## src/rtl/dsb_pkg.sv

```systemverilog
// Package for the data steering buffer: shared lane count and swap encoding.
// Assumes a two-lane bus; the lane width is a parameter of each module.
package dsb_pkg;
    localparam int unsigned LANES = 2;

    // Meaning of the swap direction input.
    typedef enum logic {
        SWAP_HI_TO_LO = 1'b0,
        SWAP_LO_TO_HI = 1'b1
    } swap_dir_e;
endpackage

```

## src/rtl/dsb_read_latch.sv

```systemverilog
// Capture register for the system low byte.
// Samples the strobe in the clock domain and loads on a detected 0->1 step.
// Assumes the strobe is synchronous to clk or already synchronised.
module dsb_read_latch #(
    parameter int unsigned LANE_W = 8
) (
    input  logic              clk,
    input  logic              rst_n,
    input  logic              strobe,
    input  logic [LANE_W-1:0] sys_lo,
    output logic [LANE_W-1:0] latch_q
);
    logic strobe_q;
    logic load;

    // Detect the rising step of the strobe.
    assign load = strobe & ~strobe_q;

    // Remember the strobe level and load the captured byte.
    always_ff @(posedge clk) begin
        if (!rst_n) begin
            strobe_q <= 1'b0;
            latch_q  <= '0;
        end else begin
            strobe_q <= strobe;
            if (load) latch_q <= sys_lo;
        end
    end

    AST_CAPTURE_LOAD: assert property (@(posedge clk) disable iff (!rst_n)
        (strobe && !strobe_q) |=> (latch_q == $past(sys_lo)));
    AST_CAPTURE_HOLD: assert property (@(posedge clk) disable iff (!rst_n)
        !(strobe && !strobe_q) |=> $stable(latch_q));
endmodule

```

## src/rtl/dsb_cpu_mux.sv

```systemverilog
// Source selection for the processor bus, lane by lane.
// A memory lane enabled for reading wins. Otherwise the system view is used:
// the low byte is either live or captured, and the high lane can take that
// low byte when the read swap is active. Lane drive follows the processor
// direction and enables.
module dsb_cpu_mux #(
    parameter int unsigned LANE_W = 8,
    localparam int unsigned BUS_W = dsb_pkg::LANES * LANE_W
) (
    input  logic                     clk,
    input  logic                     rst_n,
    input  logic                     cpu_dir,
    input  logic [dsb_pkg::LANES-1:0] cpu_en_n,
    input  logic                     mem_dir,
    input  logic [dsb_pkg::LANES-1:0] mem_en_n,
    input  logic                     swap_en_n,
    input  dsb_pkg::swap_dir_e       swap_dir,
    input  logic                     cap_sel,
    input  logic [LANE_W-1:0]        latch_q,
    input  logic [BUS_W-1:0]         mem_in,
    input  logic [BUS_W-1:0]         sys_in,
    output logic [BUS_W-1:0]         cpu_out,
    output logic [dsb_pkg::LANES-1:0] cpu_oe
);
    logic [LANE_W-1:0] sys_lo_eff;
    logic              swap_rd;

    // Choose live or captured system low byte.
    assign sys_lo_eff = cap_sel ? latch_q : sys_in[LANE_W-1:0];
    // Read swap is active when enabled and pointed low-to-high.
    assign swap_rd = ~swap_en_n & (swap_dir == dsb_pkg::SWAP_LO_TO_HI);

    for (genvar i = 0; i < dsb_pkg::LANES; i++) begin : g_lane
        logic [LANE_W-1:0] sys_view;
        logic              mem_claim;

        // System-side value seen by this lane.
        if (i == 1) begin : g_hi
            assign sys_view = swap_rd ? sys_lo_eff : sys_in[i*LANE_W +: LANE_W];
        end else begin : g_lo
            assign sys_view = sys_lo_eff;
        end

        // Memory claims the lane when it is read on this lane.
        assign mem_claim = mem_dir & ~mem_en_n[i];

        // Lane data and drive enable.
        assign cpu_out[i*LANE_W +: LANE_W] = mem_claim ? mem_in[i*LANE_W +: LANE_W] : sys_view;
        assign cpu_oe[i] = rst_n & ~cpu_dir & ~cpu_en_n[i];
    end

    AST_CPU_QUIET_WHEN_SOURCE: assert property (@(posedge clk) disable iff (!rst_n)
        cpu_dir |-> (cpu_oe == '0));
    AST_MEM_WINS_LO: assert property (@(posedge clk) disable iff (!rst_n)
        (mem_dir && !mem_en_n[0]) |-> (cpu_out[LANE_W-1:0] == mem_in[LANE_W-1:0]));
    AST_READ_SWAP_HI: assert property (@(posedge clk) disable iff (!rst_n)
        (swap_rd && !(mem_dir && !mem_en_n[1]) && cap_sel)
            |-> (cpu_out[2*LANE_W-1:LANE_W] == latch_q));
endmodule

```

## src/rtl/dsb_out_path.sv

```systemverilog
// Drive paths from the processor bus toward memory and system buses.
// Memory gets processor data when its direction is write. The system bus
// gets processor data when the processor is the source; a write swap copies
// the high byte onto the low lane and drives that lane.
module dsb_out_path #(
    parameter int unsigned LANE_W = 8,
    localparam int unsigned BUS_W = dsb_pkg::LANES * LANE_W
) (
    input  logic                     clk,
    input  logic                     rst_n,
    input  logic                     cpu_dir,
    input  logic [dsb_pkg::LANES-1:0] cpu_en_n,
    input  logic                     mem_dir,
    input  logic [dsb_pkg::LANES-1:0] mem_en_n,
    input  logic                     swap_en_n,
    input  dsb_pkg::swap_dir_e       swap_dir,
    input  logic [BUS_W-1:0]         cpu_in,
    output logic [BUS_W-1:0]         mem_out,
    output logic [dsb_pkg::LANES-1:0] mem_oe,
    output logic [BUS_W-1:0]         sys_out,
    output logic [dsb_pkg::LANES-1:0] sys_oe
);
    logic swap_wr;

    // Write swap is active when enabled and pointed high-to-low.
    assign swap_wr = ~swap_en_n & (swap_dir == dsb_pkg::SWAP_HI_TO_LO);

    // Memory data is the processor bus unchanged.
    assign mem_out = cpu_in;

    for (genvar i = 0; i < dsb_pkg::LANES; i++) begin : g_lane
        // Memory lane drive when writing.
        assign mem_oe[i] = rst_n & ~mem_dir & ~mem_en_n[i];

        if (i == 0) begin : g_lo
            // Low lane: own byte, or high byte under write swap.
            assign sys_out[LANE_W-1:0] = swap_wr ? cpu_in[2*LANE_W-1:LANE_W]
                                                 : cpu_in[LANE_W-1:0];
            assign sys_oe[0] = rst_n & cpu_dir & (~cpu_en_n[0] | swap_wr);
        end else begin : g_up
            // Upper lanes pass straight through.
            assign sys_out[i*LANE_W +: LANE_W] = cpu_in[i*LANE_W +: LANE_W];
            assign sys_oe[i] = rst_n & cpu_dir & ~cpu_en_n[i];
        end
    end

    AST_MEM_QUIET_ON_READ: assert property (@(posedge clk) disable iff (!rst_n)
        mem_dir |-> (mem_oe == '0));
    AST_WRITE_SWAP_LO: assert property (@(posedge clk) disable iff (!rst_n)
        (cpu_dir && swap_wr) |-> (sys_oe[0] && sys_out[LANE_W-1:0] == cpu_in[2*LANE_W-1:LANE_W]));
    AST_SYS_QUIET_ON_READ: assert property (@(posedge clk) disable iff (!rst_n)
        !cpu_dir |-> (sys_oe == '0));
endmodule

```

## src/rtl/dsb_top.sv

```systemverilog
// Three-bus data steering buffer, top level.
// Packs the per-lane enable pins and wires the capture register, the
// processor-side selector and the outward drive paths. Assumes all controls
// come from an external bus-cycle decoder and are stable around clk edges.
module dsb_top #(
    parameter int unsigned LANE_W = 8,
    localparam int unsigned BUS_W = dsb_pkg::LANES * LANE_W
) (
    input  logic             clk,
    input  logic             rst_n,
    input  logic             cpu_dir,
    input  logic             cpu_en_hi_n,
    input  logic             cpu_en_lo_n,
    input  logic             mem_dir,
    input  logic             mem_en_hi_n,
    input  logic             mem_en_lo_n,
    input  logic             swap_dir,
    input  logic             swap_en_n,
    input  logic             cap_strobe,
    input  logic             cap_sel,
    input  logic [BUS_W-1:0] cpu_in,
    output logic [BUS_W-1:0] cpu_out,
    output logic [1:0]       cpu_oe,
    input  logic [BUS_W-1:0] mem_in,
    output logic [BUS_W-1:0] mem_out,
    output logic [1:0]       mem_oe,
    input  logic [BUS_W-1:0] sys_in,
    output logic [BUS_W-1:0] sys_out,
    output logic [1:0]       sys_oe
);
    logic [1:0]         cpu_en_n;
    logic [1:0]         mem_en_n;
    logic [LANE_W-1:0]  latch_q;
    dsb_pkg::swap_dir_e swap_d;

    // Gather lane enables, high lane at index 1.
    assign cpu_en_n = {cpu_en_hi_n, cpu_en_lo_n};
    assign mem_en_n = {mem_en_hi_n, mem_en_lo_n};
    assign swap_d   = dsb_pkg::swap_dir_e'(swap_dir);

    dsb_read_latch #(.LANE_W(LANE_W)) i_latch (
        .clk     (clk),
        .rst_n   (rst_n),
        .strobe  (cap_strobe),
        .sys_lo  (sys_in[LANE_W-1:0]),
        .latch_q (latch_q)
    );

    dsb_cpu_mux #(.LANE_W(LANE_W)) i_cpu_mux (
        .clk       (clk),
        .rst_n     (rst_n),
        .cpu_dir   (cpu_dir),
        .cpu_en_n  (cpu_en_n),
        .mem_dir   (mem_dir),
        .mem_en_n  (mem_en_n),
        .swap_en_n (swap_en_n),
        .swap_dir  (swap_d),
        .cap_sel   (cap_sel),
        .latch_q   (latch_q),
        .mem_in    (mem_in),
        .sys_in    (sys_in),
        .cpu_out   (cpu_out),
        .cpu_oe    (cpu_oe)
    );

    dsb_out_path #(.LANE_W(LANE_W)) i_out_path (
        .clk       (clk),
        .rst_n     (rst_n),
        .cpu_dir   (cpu_dir),
        .cpu_en_n  (cpu_en_n),
        .mem_dir   (mem_dir),
        .mem_en_n  (mem_en_n),
        .swap_en_n (swap_en_n),
        .swap_dir  (swap_d),
        .cpu_in    (cpu_in),
        .mem_out   (mem_out),
        .mem_oe    (mem_oe),
        .sys_out   (sys_out),
        .sys_oe    (sys_oe)
    );

    AST_RESET_QUIET: assert property (@(posedge clk)
        !rst_n |-> (cpu_oe == 2'b00 && mem_oe == 2'b00 && sys_oe == 2'b00));
    AST_NO_CPU_SYS_FIGHT: assert property (@(posedge clk) disable iff (!rst_n)
        (cpu_oe & sys_oe) == 2'b00);
endmodule

```

## config.mk

```make
export PLATFORM = sky130hd
export DESIGN_NAME = dsb_top
export DESIGN_NICKNAME = d
export VERILOG_FILES = /design/src/rtl/dsb_pkg.sv /design/src/rtl/dsb_read_latch.sv /design/src/rtl/dsb_cpu_mux.sv /design/src/rtl/dsb_out_path.sv /design/src/rtl/dsb_top.sv
export SDC_FILE = /design/constraint.sdc
export NUM_CORES = 1
export LEC_CHECK = 0
export CAP_MARGIN = 15
export CELL_PAD_IN_SITES_DETAIL_PLACEMENT = 1
export CELL_PAD_IN_SITES_GLOBAL_PLACEMENT = 1
export CORE_UTILIZATION = 18
export CTS_CLUSTER_DIAMETER = 100
export DETAILED_ROUTE_END_ITERATION = 7
export PLACE_DENSITY = 0.77
export SLEW_MARGIN = 0
export SYNTH_ARGS = -nofsm -noshare
export SYNTH_HDL_FRONTEND = slang
export SYNTH_SLANG_ARGS = --single-unit
```

## constraint.sdc

```tcl
create_clock -name clk -period 2 [get_ports clk]
set_input_delay 0.6 -clock clk [delete_from_list [all_inputs] [get_ports clk]]
set_output_delay 0.6 -clock clk [all_outputs]
set_load 0.005 [all_outputs]
```

* Word-level counts from Yosys, hierarchy flattened *
Cells that the tools add are included.

operators by class
  muxes and demuxes = 5
  bitwise logic cells = 24

operators by type and width
  operator       number
  $mux W8        5
  $and A1 B1 Y1  14
  $not A1 Y1     9
  $or A1 B1 Y1   1

storage, ports and cells
  register bits = 9
  input bits = 60
  output and inout port bits = 54
  logic and storage cells = 31

* Longest topological paths before layout *
Gate-level depths: netlist of the first run.

  depth in word-level cells = 4
  mapped depth = 5
  mapped depth without buffers = 3

* Modules after synthesis *
A second synthesis of the first run with hierarchy kept.

unflattened totals
  cell total of the unflattened synthesis = 148
  area, all modules = 1137.3 um^2

by module, submodules not included
  module          times used  cells an instance  area each (um^2)  seq. area each (um^2)
  dsb_cpu_mux     1           70                 445.4             0.0
  dsb_read_latch  1           38                 377.9             180.2
  dsb_out_path    1           40                 314.1             0.0

* Least setup slack after synthesis of the first run *
No wires, ideal clock.

  path type = input-to-output
  start = input cap_sel
  end = output cpu_out[14]
  arrival time = 1.234 ns
  required time = 1.400 ns
  setup slack = 0.166 ns
  stages on the path = 4
  buffers on the path = 1
  cells stage by stage = buf_4 > mux2i_1 > nand2_1 > a22o_1

on the way
  longest elaborated chain between the ends = 3

RTL lines
  element      line               text
  from (decl)  dsb_top.sv:20      input logic cap_sel,
  $mux W8      dsb_cpu_mux.sv:29  assign sys_lo_eff = cap_sel ? latch_q : sys_in[LANE_W-1:0];
  $mux W8      dsb_cpu_mux.sv:39  assign sys_view = swap_rd ? sys_lo_eff : sys_in[i*LANE_W +: LANE_W];
  $mux W8      dsb_cpu_mux.sv:48  assign cpu_out[i*LANE_W +: LANE_W] = mem_claim ? mem_in[i*LANE_W +: LANE_W] : sys_view;
  to (decl)    dsb_top.sv:22      output logic [BUS_W-1:0] cpu_out,

Every way passes these cells.

* Final worst setup path of the first run *
  start = input mem_dir
  end = output cpu_out[13]

on the way
  longest elaborated chain between the ends = 2

RTL lines
  element        line               text
  from (decl)    dsb_top.sv:14      input logic mem_dir,
  $and A1 B1 Y1  dsb_cpu_mux.sv:45  assign mem_claim = mem_dir & ~mem_en_n[i];
  $mux W8        dsb_cpu_mux.sv:48

Every way passes these cells.

==> results of run 1 <==
==> where the power goes <==
group	internal, mW	switching [mW]	leakage [nW]
combinational	0.348	0.195	1.19
sequential	0.191	0.00986	0.0742
clock	0.139	0.0700	0.0228
total	0.677	0.275	1.29
==> layout make-up <==
type,instances,area (µm²)
Antenna cell,1,2.502
Clock buffer,4,45.04
Fill cell,649,2974
Inverter,9,33.78
Multi-Input combinational cell,88,837.1
Sequential cell,9,180.2
Tap cell,72,90.09
Timing Repair Buffer,156,1479
==> how the worst max path moves through the flow <==
| stage | startpoint | endpoint | slack (ns) | cells after the start |
|---|---|---|---|---|
| 2_1_floorplan | cap_sel | cpu_out[14] | 0.17 | 4 |
| 3_3_place_gp | cap_sel | cpu_out[12] | -0.92 | 6 |
| 3_5_place_dp | cap_sel | cpu_out[12] | -0.91 | 6 |
| 4_1_cts | cap_sel | cpu_out[13] | -0.19 | 7 |
| 5_1_grt | cap_sel | cpu_out[11] | -0.14 | 6 |
| 6_report | mem_dir | cpu_out[13] | -0.09 | 8 |
==> cell usage after synthesis, drive strengths merged <==
master	count
nand2b	4
a22o	8
dfxtp	9
nand2	9
mux2i	16
nor2	14
a21oi	17
inv	9
nor2b	11
clkbuf	2
mux2	8
and2	1
buf	31
==> through the flow <==
step | hold WS, ns | power, mW | cells | util | instance area, µm²
floorplan | 0.4824 | 0.3752 | 139 | - | 1077
finish | 0.5478 | 0.9526 | 339 | 0.4728 | 2668
detailed placement | 0.5115 | 0.6818 | 315 | 0.4012 | 2263
CTS | 0.5460 | 0.9499 | 339 | 0.4635 | 2615
global route | 0.5660 | 1.015 | 339 | 0.4728 | 2668
global placement | 0.4974 | 0.6739 | 315 | 0.4012 | 2263
==> layout by cell type (no fill, tap or decap), types with 7 or more instances in the layout <==
cell type,netlist,layout
mux2i_4,0,7
a21oi_2,1,13
buf_4,29,21
dfxtp_1,9,9
mux2i_1,16,8
a22o_1,8,8
buf_2,0,22
nor2b_1,10,10
clkdlybuf4s50_1,0,29
buf_6,1,24
inv_1,9,9
dlygate4sd2_1,0,39
mux2_4,0,8
==> logic make-up after synthesis <==
kind of cell,after synthesis
buffers and inverters,42
and+or+nand+nor,39
AOI/OAI and AO/OA,25
muxes,24
DFF,9
==> routing by layer <==
layer  vias to the layer above  wire length [µm]  global-route usage
met5                         -                 0                   0
met4                         0                19             0.03273
met3                         2               664             0.06667
met2                        95              2800              0.3353
met1                       668              1760              0.1518
li1                        690                 -                   -
==> flip-flops by register name (all words and copies together), names as in the netlist <==
signal,flops
i_latch.latch_q,8
i_latch.strobe_q,1
==> tightest hold or removal path: stages, from the launching register on <==
cell     delay (ns)
dfxtp_1        0.32
mux2i_1        0.13
nor2b_1        0.06
==> what timing repair did <==
item                                   4_1_cts  5_1_grt
endpoints found under the hold margin        0        0
gates cloned                                 2        0
resized for setup                          261       33
setup endpoints to repair                   54       29
buffers inserted                            22        3
pin swaps                                   27       13
==> metrics.cfg, run 1 <==
[status]
run_status = finished, violations left
violations = negative setup slack

[logic_synthesis]
yosysWarnings = 0
synth_nets = 199
synth-seq-area-share = 0.1672
synth_fa_ha_area_frac = 0
yosysTopAreaCellShare = 0.2021
synthDistinctLibCells = 19
synth_top_family_by_area = buffers and inverters
syn_inst = 139
synth.avg_cell_area_um2 = 7.750
synthTopCellsByArea = buf_4 (20%), dfxtp_1 (17%), mux2i_1 (15%)
synthSimpleGateAreaFrac = 0.1870
synth_compound_area_frac = 0.1475
yosys.area.top_type = buf_4
yosys.area_share.xor_xnor = 0
ys_seq_elements = 9
netlist_area_um2 = 1077
synthMuxAreaShare = 0.2323

[timing]
worst_slew_pin_slew_ns = 0.1909
finalCriticalPeriod_ns = 2.093
tns_ns = -0.8347
rsz0062_at_grt = true
slew-limit-headroom = 0.8700
fmax_mhz = 477.9
min_period_over_period = 1.046
drv_slew = 0
hold_viol = 0
fin_skew_ns = 0.003701
finalSetupViolations = 16
worst_slack_ns = -0.09263

[floorplan]
rows = 27
dieArea_um2 = 6298
dieHeight_um = 79.36
ios = 114
start_util = 0.1910
fp.dieW_um = 79.36
core_area_um2 = 5642

[route]
remaining_drc_errors = 0
ant_nets = 0
vias = 1455
routedWlPerCell_um = 15.47
drt-total-wl_um = 5245
drtPass1Iterations = 2
drtIter0Drc = 21
viasPerCell = 4.292

[worst_setup_path]
cp_top_family = buffers and inverters
r2r_slack_ns = 0.99
critPathKind = in2out
timing.rr.start = i_latch.strobe_q
ff2ff_path_depth = 4
cp-start-kind = input pin
critPathRequiredTime_ns = 1.40
crit_path_max_incr_delay_ns = 0.13
crit_slowest_cell = nor2b_4
cp_cell_sequence = buf_8 -> nor2b_4 -> buf_12 -> buf_6 -> buf_6 -> a21oi_2 -> a22o_1 -> buf_2
arrival_ns = 1.49
crit_path_max_fanout = 4
r2r-end = i_latch.latch_q[6]
cp_num_buf_inv = 5
end_kind = primary output
cp_common_cell = buf_6

[cells_and_area]
drive_gt1_frac = 0.4887
area_delta_synth_final_pct = 147.6
nets = 327

[job]
cap_violations = 0

[cts]
cts_tree = done
clock-root-buffer = clkbuf_8
htreeDepth = 1
clk_pin_slew_ns = 0.04
clock_latency_ns = 0.23
clockBufferDepth = 2
cts_buffers = 3
ctsHoldBuffers = 0
cts.sinks = 9

[place]
gp_congestion = 0.6978
portBuffers = 113
place_ws_ns = -0.9096
hpwlAfterDp_um = 3593

[global_route]
grt_pass1_vias = 1612
grt_pass1_wl_um = 7914
antenna_found_initial = 1
grtUsageTotal = 0.1655
grt_overflow = 0
grt_max_degree = 10

[hold_path]
timing.hold.worst_path_depth = 2
worstHoldStart = i_latch.latch_q[2]
min_to = i_latch.latch_q[2]
hold_class = reg2reg

[power]
ir_drop_mv = 0.1820
p_leak_nw = 1.288
power_density_nw_per_um2 = 357.1

Note: power is estimated with default switching activity, not from simulation.
==> run 2, diff against run 1 <==
--- a/config.mk
+++ b/config.mk
@@ -5,10 +5,11 @@
 export SDC_FILE = /design/constraint.sdc
 export NUM_CORES = 1
 export LEC_CHECK = 0
+export ABC_AREA = 1
 export CAP_MARGIN = 15
 export CELL_PAD_IN_SITES_DETAIL_PLACEMENT = 1
 export CELL_PAD_IN_SITES_GLOBAL_PLACEMENT = 1
-export CORE_UTILIZATION = 18
+export CORE_UTILIZATION = 17
 export CTS_CLUSTER_DIAMETER = 100
 export DETAILED_ROUTE_END_ITERATION = 7
 export PLACE_DENSITY = 0.77
==> metrics.cfg, run 2 <==
[logic_synthesis]
yosysTopAreaCellShare = 0.2777
synth.avg_cell_area_um2 = 5.434
synth_most_common_cell = nand2_1
synth_edf_count = 0
ys_seq_elements = 9
async_flop_share = 0
ys.flop_type = dfxtp_1
syn_inst = 204
synthDistinctLibCells = 17
synth_nets = 264
synth-seq-area-share = 0.1625
yosysWarnings = 0
synthTopCellsByArea = nand2_1 (28%), dfxtp_1 (16%), buf_4 (16%)
yosys.area.top_type = nand2_1
netlist_area_um2 = 1109
synth_common_cells = nand2_1 (82), buf_4 (24), inv_1 (23)

[global_route]
use_met3 = 0.02198
antenna_found_initial = 0
grt_pass1_vias = 1598
grt_busiest_layer = met2
grtUsageTotal = 0.1447
grt_overflow = 0
use_met2 = 0.2746
grt_max_degree = 10
grt_pass1_wl_um = 7541
use_met1 = 0.1689

[worst_setup_path]
r2r-end = i_latch.latch_q[6]
critPathRequiredTime_ns = 1.40
cp_top_family = buffers and inverters
critPathKind = in2out
end_kind = primary output
timing.rr.start = i_latch.strobe_q
cp_num_buf_inv = 6
cp_common_cell = nand2_1
crit_path_max_incr_delay_ns = 0.17
cp-start-kind = input pin
cp_cell_sequence = buf_8 -> inv_4 -> buf_6 -> nor2_4 -> buf_16 -> buf_12 -> a21oi_2 -> nand2_1 -> nand2_1 -> buf_2
r2r_slack_ns = 0.98
ff2ff_path_depth = 5
arrival_ns = 1.49
crit_slowest_cell = nor2_4
crit_path_max_fanout = 5

[floorplan]
dieHeight_um = 82.75
core_area_um2 = 6314
ios = 114
dieArea_um2 = 6848
rows = 29
start_util = 0.1756
fp.dieW_um = 82.75

[timing]
drv_slew = 0
hold_viol = 0
finalCriticalPeriod_ns = 2.092
slew-limit-headroom = 0.8292
min_period_over_period = 1.046
worst_slew_pin_slew_ns = 0.2555
fin_skew_ns = 0.005302
finalSetupViolations = 14
rsz0062_at_grt = true
fmax_mhz = 478.1
holdWs_ns = 0.4850
worst_slack_ns = -0.09183

[hold_path]
min_to = i_latch.latch_q[2]
hold_class = reg2reg
timing.hold.worst_path_depth = 2
worstHoldStart = i_latch.latch_q[2]

[route]
drtIter0Drc = 15
drt-total-wl_um = 5030
viasPerCell = 4.043
routedWlPerCell_um = 12.58
vias = 1617
remaining_drc_errors = 0
ant_nets = 0
drtPass1Iterations = 4

[status]
run_status = finished, violations left
violations = negative setup slack

[place]
hpwlAfterDp_um = 4079
portBuffers = 113
gp_congestion = 0.7736
dp_cells = 379

[cts]
cts.sinks = 9
clock_latency_ns = 0.24
ctsHoldBuffers = 0
clk_pin_slew_ns = 0.05
htreeDepth = 1
clock-root-buffer = clkbuf_8
cts_buffers = 3
cts_tree = done
clockBufferDepth = 2

[cells_and_area]
largest_registers = i_latch.latch_q (8), i_latch.strobe_q (1)
filler_cell_count = 839
largest_reg_flops = 8
final_cells = 400
diodes = 0
final_cell_mix = nand2_1 (69), clkdlybuf4s50_1 (38), dlygate4sd2_1 (34), buf_2 (29), inv_1 (21)
largest_register = i_latch.latch_q
area_delta_synth_final_pct = 120.7
final_common_cell = nand2_1
drive_gt1_frac = 0.3437
nets = 384

[job]
cap_violations = 0

[power]
ir_drop_mv = 0.3923
power_density_nw_per_um2 = 360.6
p_leak_nw = 1.310

run 2: report_power, final:
group          total (mW)  leakage, nW  switching, mW  internal (mW)
clock               0.215       0.0255         0.0789          0.136
combinational       0.467         1.21          0.200          0.267
sequential          0.200       0.0747        0.00661          0.193
run 2: area by class of cell:
cell class,count,area (µm²),area share
timing repair buffer,143,1299,0.5309
timing repair inverter,1,7.507,0.003069
inverter,25,103.9,0.04246
multi-input combinational,141,713.2,0.2916
tap,77,96.34,0.03939
sequential,9,180.2,0.07366
clock inverter,1,5.005,0.002046
clock buffer,3,41.29,0.01688
run 2: metrics by stage:
stage	total power, mW	worst slack, ns	setup TNS [ns]	cell area [µm²]	utilization
after floorplan	0.3800	0.1949	0	1109	-
after global placement	0.6667	-0.7581	-25.35	2250	0.3563
after detailed placement	0.6769	-0.7772	-26.13	2250	0.3563
after CTS	0.8948	-0.1101	-1.387	2446	0.3874
after global routing	0.9424	-0.1512	-1.613	2446	0.3874
final	0.8822	-0.09183	-0.7197	2446	0.3874
run 2: cells by family after synthesis:
| logic type | count (synthesis) | synth area share |
|---|---|---|
| AO/OA/AOI/OAI | 25 | 0.1400 |
| buffers and inverters | 54 | 0.2799 |
| flip-flops | 9 | 0.1625 |
| AND/OR/NAND/NOR | 116 | 0.4176 |
run 2: tightest hold or removal path, cell delays in order (launching register included):
cell     delay [ns]
dfxtp_1        0.32
nor2_1         0.05
nor2_1         0.08
run 2: worst max-delay path by stage:
stage | from | cells past startpoint | slack, ns | endpoint
after CTS | mem_dir | 10 | -0.11 | cpu_out[12]
after detailed placement | mem_dir | 6 | -0.78 | cpu_out[7]
after global placement | mem_dir | 6 | -0.76 | cpu_out[0]
final | mem_dir | 10 | -0.09 | cpu_out[8]
after floorplan | mem_dir | 5 | 0.19 | cpu_out[0]
after global routing | mem_dir | 10 | -0.15 | cpu_out[8]
run 2: timing repair:
item / in CTS / in global routing
endpoints found under the setup margin: 54 / 30
pin swaps: 21 / 8
buffers inserted: 15 / 1
gates resized for setup: 218 / 16
gates cloned: 2 / 0
run 2: per-layer routing:
layer	part of all wire	vias to the layer above	wire [µm]
li1	-	840	-
met3	0.051	4	258
met2	0.53	37	2665
met5	0	-	0
met4	0.0078	0	39
met1	0.41	736	2066
==> run 3, diff against run 2 <==
--- a/config.mk
+++ b/config.mk
@@ -10,6 +10,7 @@
 export CELL_PAD_IN_SITES_DETAIL_PLACEMENT = 1
 export CELL_PAD_IN_SITES_GLOBAL_PLACEMENT = 1
 export CORE_UTILIZATION = 17
+export CTS_BUF_LIST = sky130_fd_sc_hd__clkbuf_16
 export CTS_CLUSTER_DIAMETER = 100
 export DETAILED_ROUTE_END_ITERATION = 7
 export PLACE_DENSITY = 0.77
==> metrics.cfg, run 3 (same netlist as run 2, synthesis figures left out) <==
[status]
run_status = finished, violations left
violations = negative setup slack

[worst_setup_path]
cp-start-kind = input pin
crit_slowest_cell = clkbuf_16
ff2ff_path_depth = 5
crit_path_max_incr_delay_ns = 0.17
cp_top_family = buffers and inverters
cp_num_buf_inv = 6
critPathKind = in2out
crit_path_max_fanout = 5
critPathRequiredTime_ns = 1.40
crit_cells = 10
arrival_ns = 1.49
cp_common_cell = nand2_1
r2r_slack_ns = 0.96
cp_cell_sequence = buf_8 -> inv_4 -> buf_6 -> nor2_4 -> clkbuf_16 -> buf_12 -> a21oi_2 -> nand2_1 -> nand2_1 -> buf_2
end_kind = primary output

[timing]
hold_viol = 0
drv_slew = 0
worst_slew_pin_slew_ns = 0.2722
fmax_mhz = 478.4
holdWs_ns = 0.4917
finalSetupViolations = 8
rsz0062_at_grt = true
min_period_over_period = 1.045
worst_slack_ns = -0.09039
fin_skew_ns = 0.001802
finalCriticalPeriod_ns = 2.090
slew-limit-headroom = 0.8181

[job]
cap_violations = 0

[power]
power_density_nw_per_um2 = 412.6
p_leak_nw = 1.324
power.total_mw = 1.025
ir_drop_mv = 0.2853

[global_route]
use_met3 = 0.01978
use_met2 = 0.2754
grt_pass1_vias = 1632
grt_max_degree = 10
antenna_found_initial = 0
grt_overflow = 0
grt_pass1_wl_um = 7645
grt_busiest_layer = met2
grtUsageTotal = 0.1453
use_met1 = 0.1696

[floorplan]
start_util = 0.1756
dieArea_um2 = 6848
fp.dieW_um = 82.75
ios = 114
dieHeight_um = 82.75
rows = 29
core_area_um2 = 6314

[cts]
clk_pin_slew_ns = 0.04
htreeDepth = 1
cts.sinks = 9
cts_tree = done
ctsHoldBuffers = 0
clockBufferDepth = 2
clock_latency_ns = 0.24
cts_buffers = 3
clock-root-buffer = clkbuf_16

[hold_path]
timing.hold.worst_path_depth = 2
hold_class = reg2reg

[cells_and_area]
drive_gt1_frac = 0.3489
final_cells = 398
final_common_cell = nand2_1
nets = 382
area_delta_synth_final_pct = 124.2
utilization = 0.3936
filler_cell_count = 836
largest_reg_flops = 8
largest_register = i_latch.latch_q
diodes = 0
largest_registers = i_latch.latch_q (8), i_latch.strobe_q (1)
final_cell_mix = nand2_1 (69), clkdlybuf4s50_1 (38), dlygate4sd2_1 (35), buf_2 (28), inv_1 (20)

[route]
ant_nets = 0
viasPerCell = 4.123
drtPass1Iterations = 4
vias = 1641
drt-total-wl_um = 5089
drtIter0Drc = 14
remaining_drc_errors = 0
routedWlPerCell_um = 12.79

[place]
dp_cells = 379
hpwlAfterDp_um = 4079
gp_congestion = 0.7736
portBuffers = 113
place_ws_ns = -0.7772

[run 3: cell count changes in the layout (fill, tap and decap cells not counted), moves of 3 or more]
cell,change
clkbuf_8,-3
buf_8,+3
clkbuf_16,+4
buf_6,-4
[run 3: final timing paths]
path,endpoint,from
max,cpu_out[8],mem_dir
min,i_latch.latch_q[1],i_latch.latch_q[1]
min reg2reg,i_latch.latch_q[1],i_latch.latch_q[1]
max reg2reg,i_latch.latch_q[6],i_latch.strobe_q
[run 3: where the power goes]
part / total, mW / leakage [nW] / internal [mW] / switching (mW)
sequential: 0.201 / 0.0747 / 0.194 / 0.00694
clock: 0.356 / 0.0409 / 0.264 / 0.0920
combinational: 0.469 / 1.21 / 0.267 / 0.202
total: 1.03 / 1.32 / 0.724 / 0.301
[run 3: repair_timing]
item	in CTS	in global routing
gates cloned	2	0
endpoints found under the setup margin	54	30
buffers inserted	15	1
gates resized for setup	221	22
pin swaps	22	11
[run 3: area by class of cell]
class	instances	area, µm²	area share
timing repair inverter	1	7.507	0.003021
tap	77	96.34	0.03877
clock buffer	3	75.07	0.03021
inverter	25	103.9	0.04179
timing repair buffer	141	1290	0.5191
clock inverter	1	5.005	0.002014
sequential	9	180.2	0.07251
multi-input combinational	141	726.9	0.2925
[run 3: layer usage]
| metal | vias up | wire, µm |
|---|---|---|
| li1 | 840 | - |
| met1 | 755 | 2084 |
| met2 | 40 | 2706 |
| met3 | 6 | 251 |
| met4 | 0 | 46 |
| met5 | - | 0 |
[run 3: tightest hold or removal path, cell delays in order (launching register included)]
cell,delay (ns)
dfxtp_1,0.33
nor2_1,0.05
nor2_1,0.08
[run 3: per-stage QoR]
stage,TNS (ns),area (µm²)
final,-0.4661,2485
after global routing,-1.023,2485
after CTS,-1.393,2492
after detailed placement,-26.13,2250
after global placement,-25.35,2250
after floorplan,0,1109
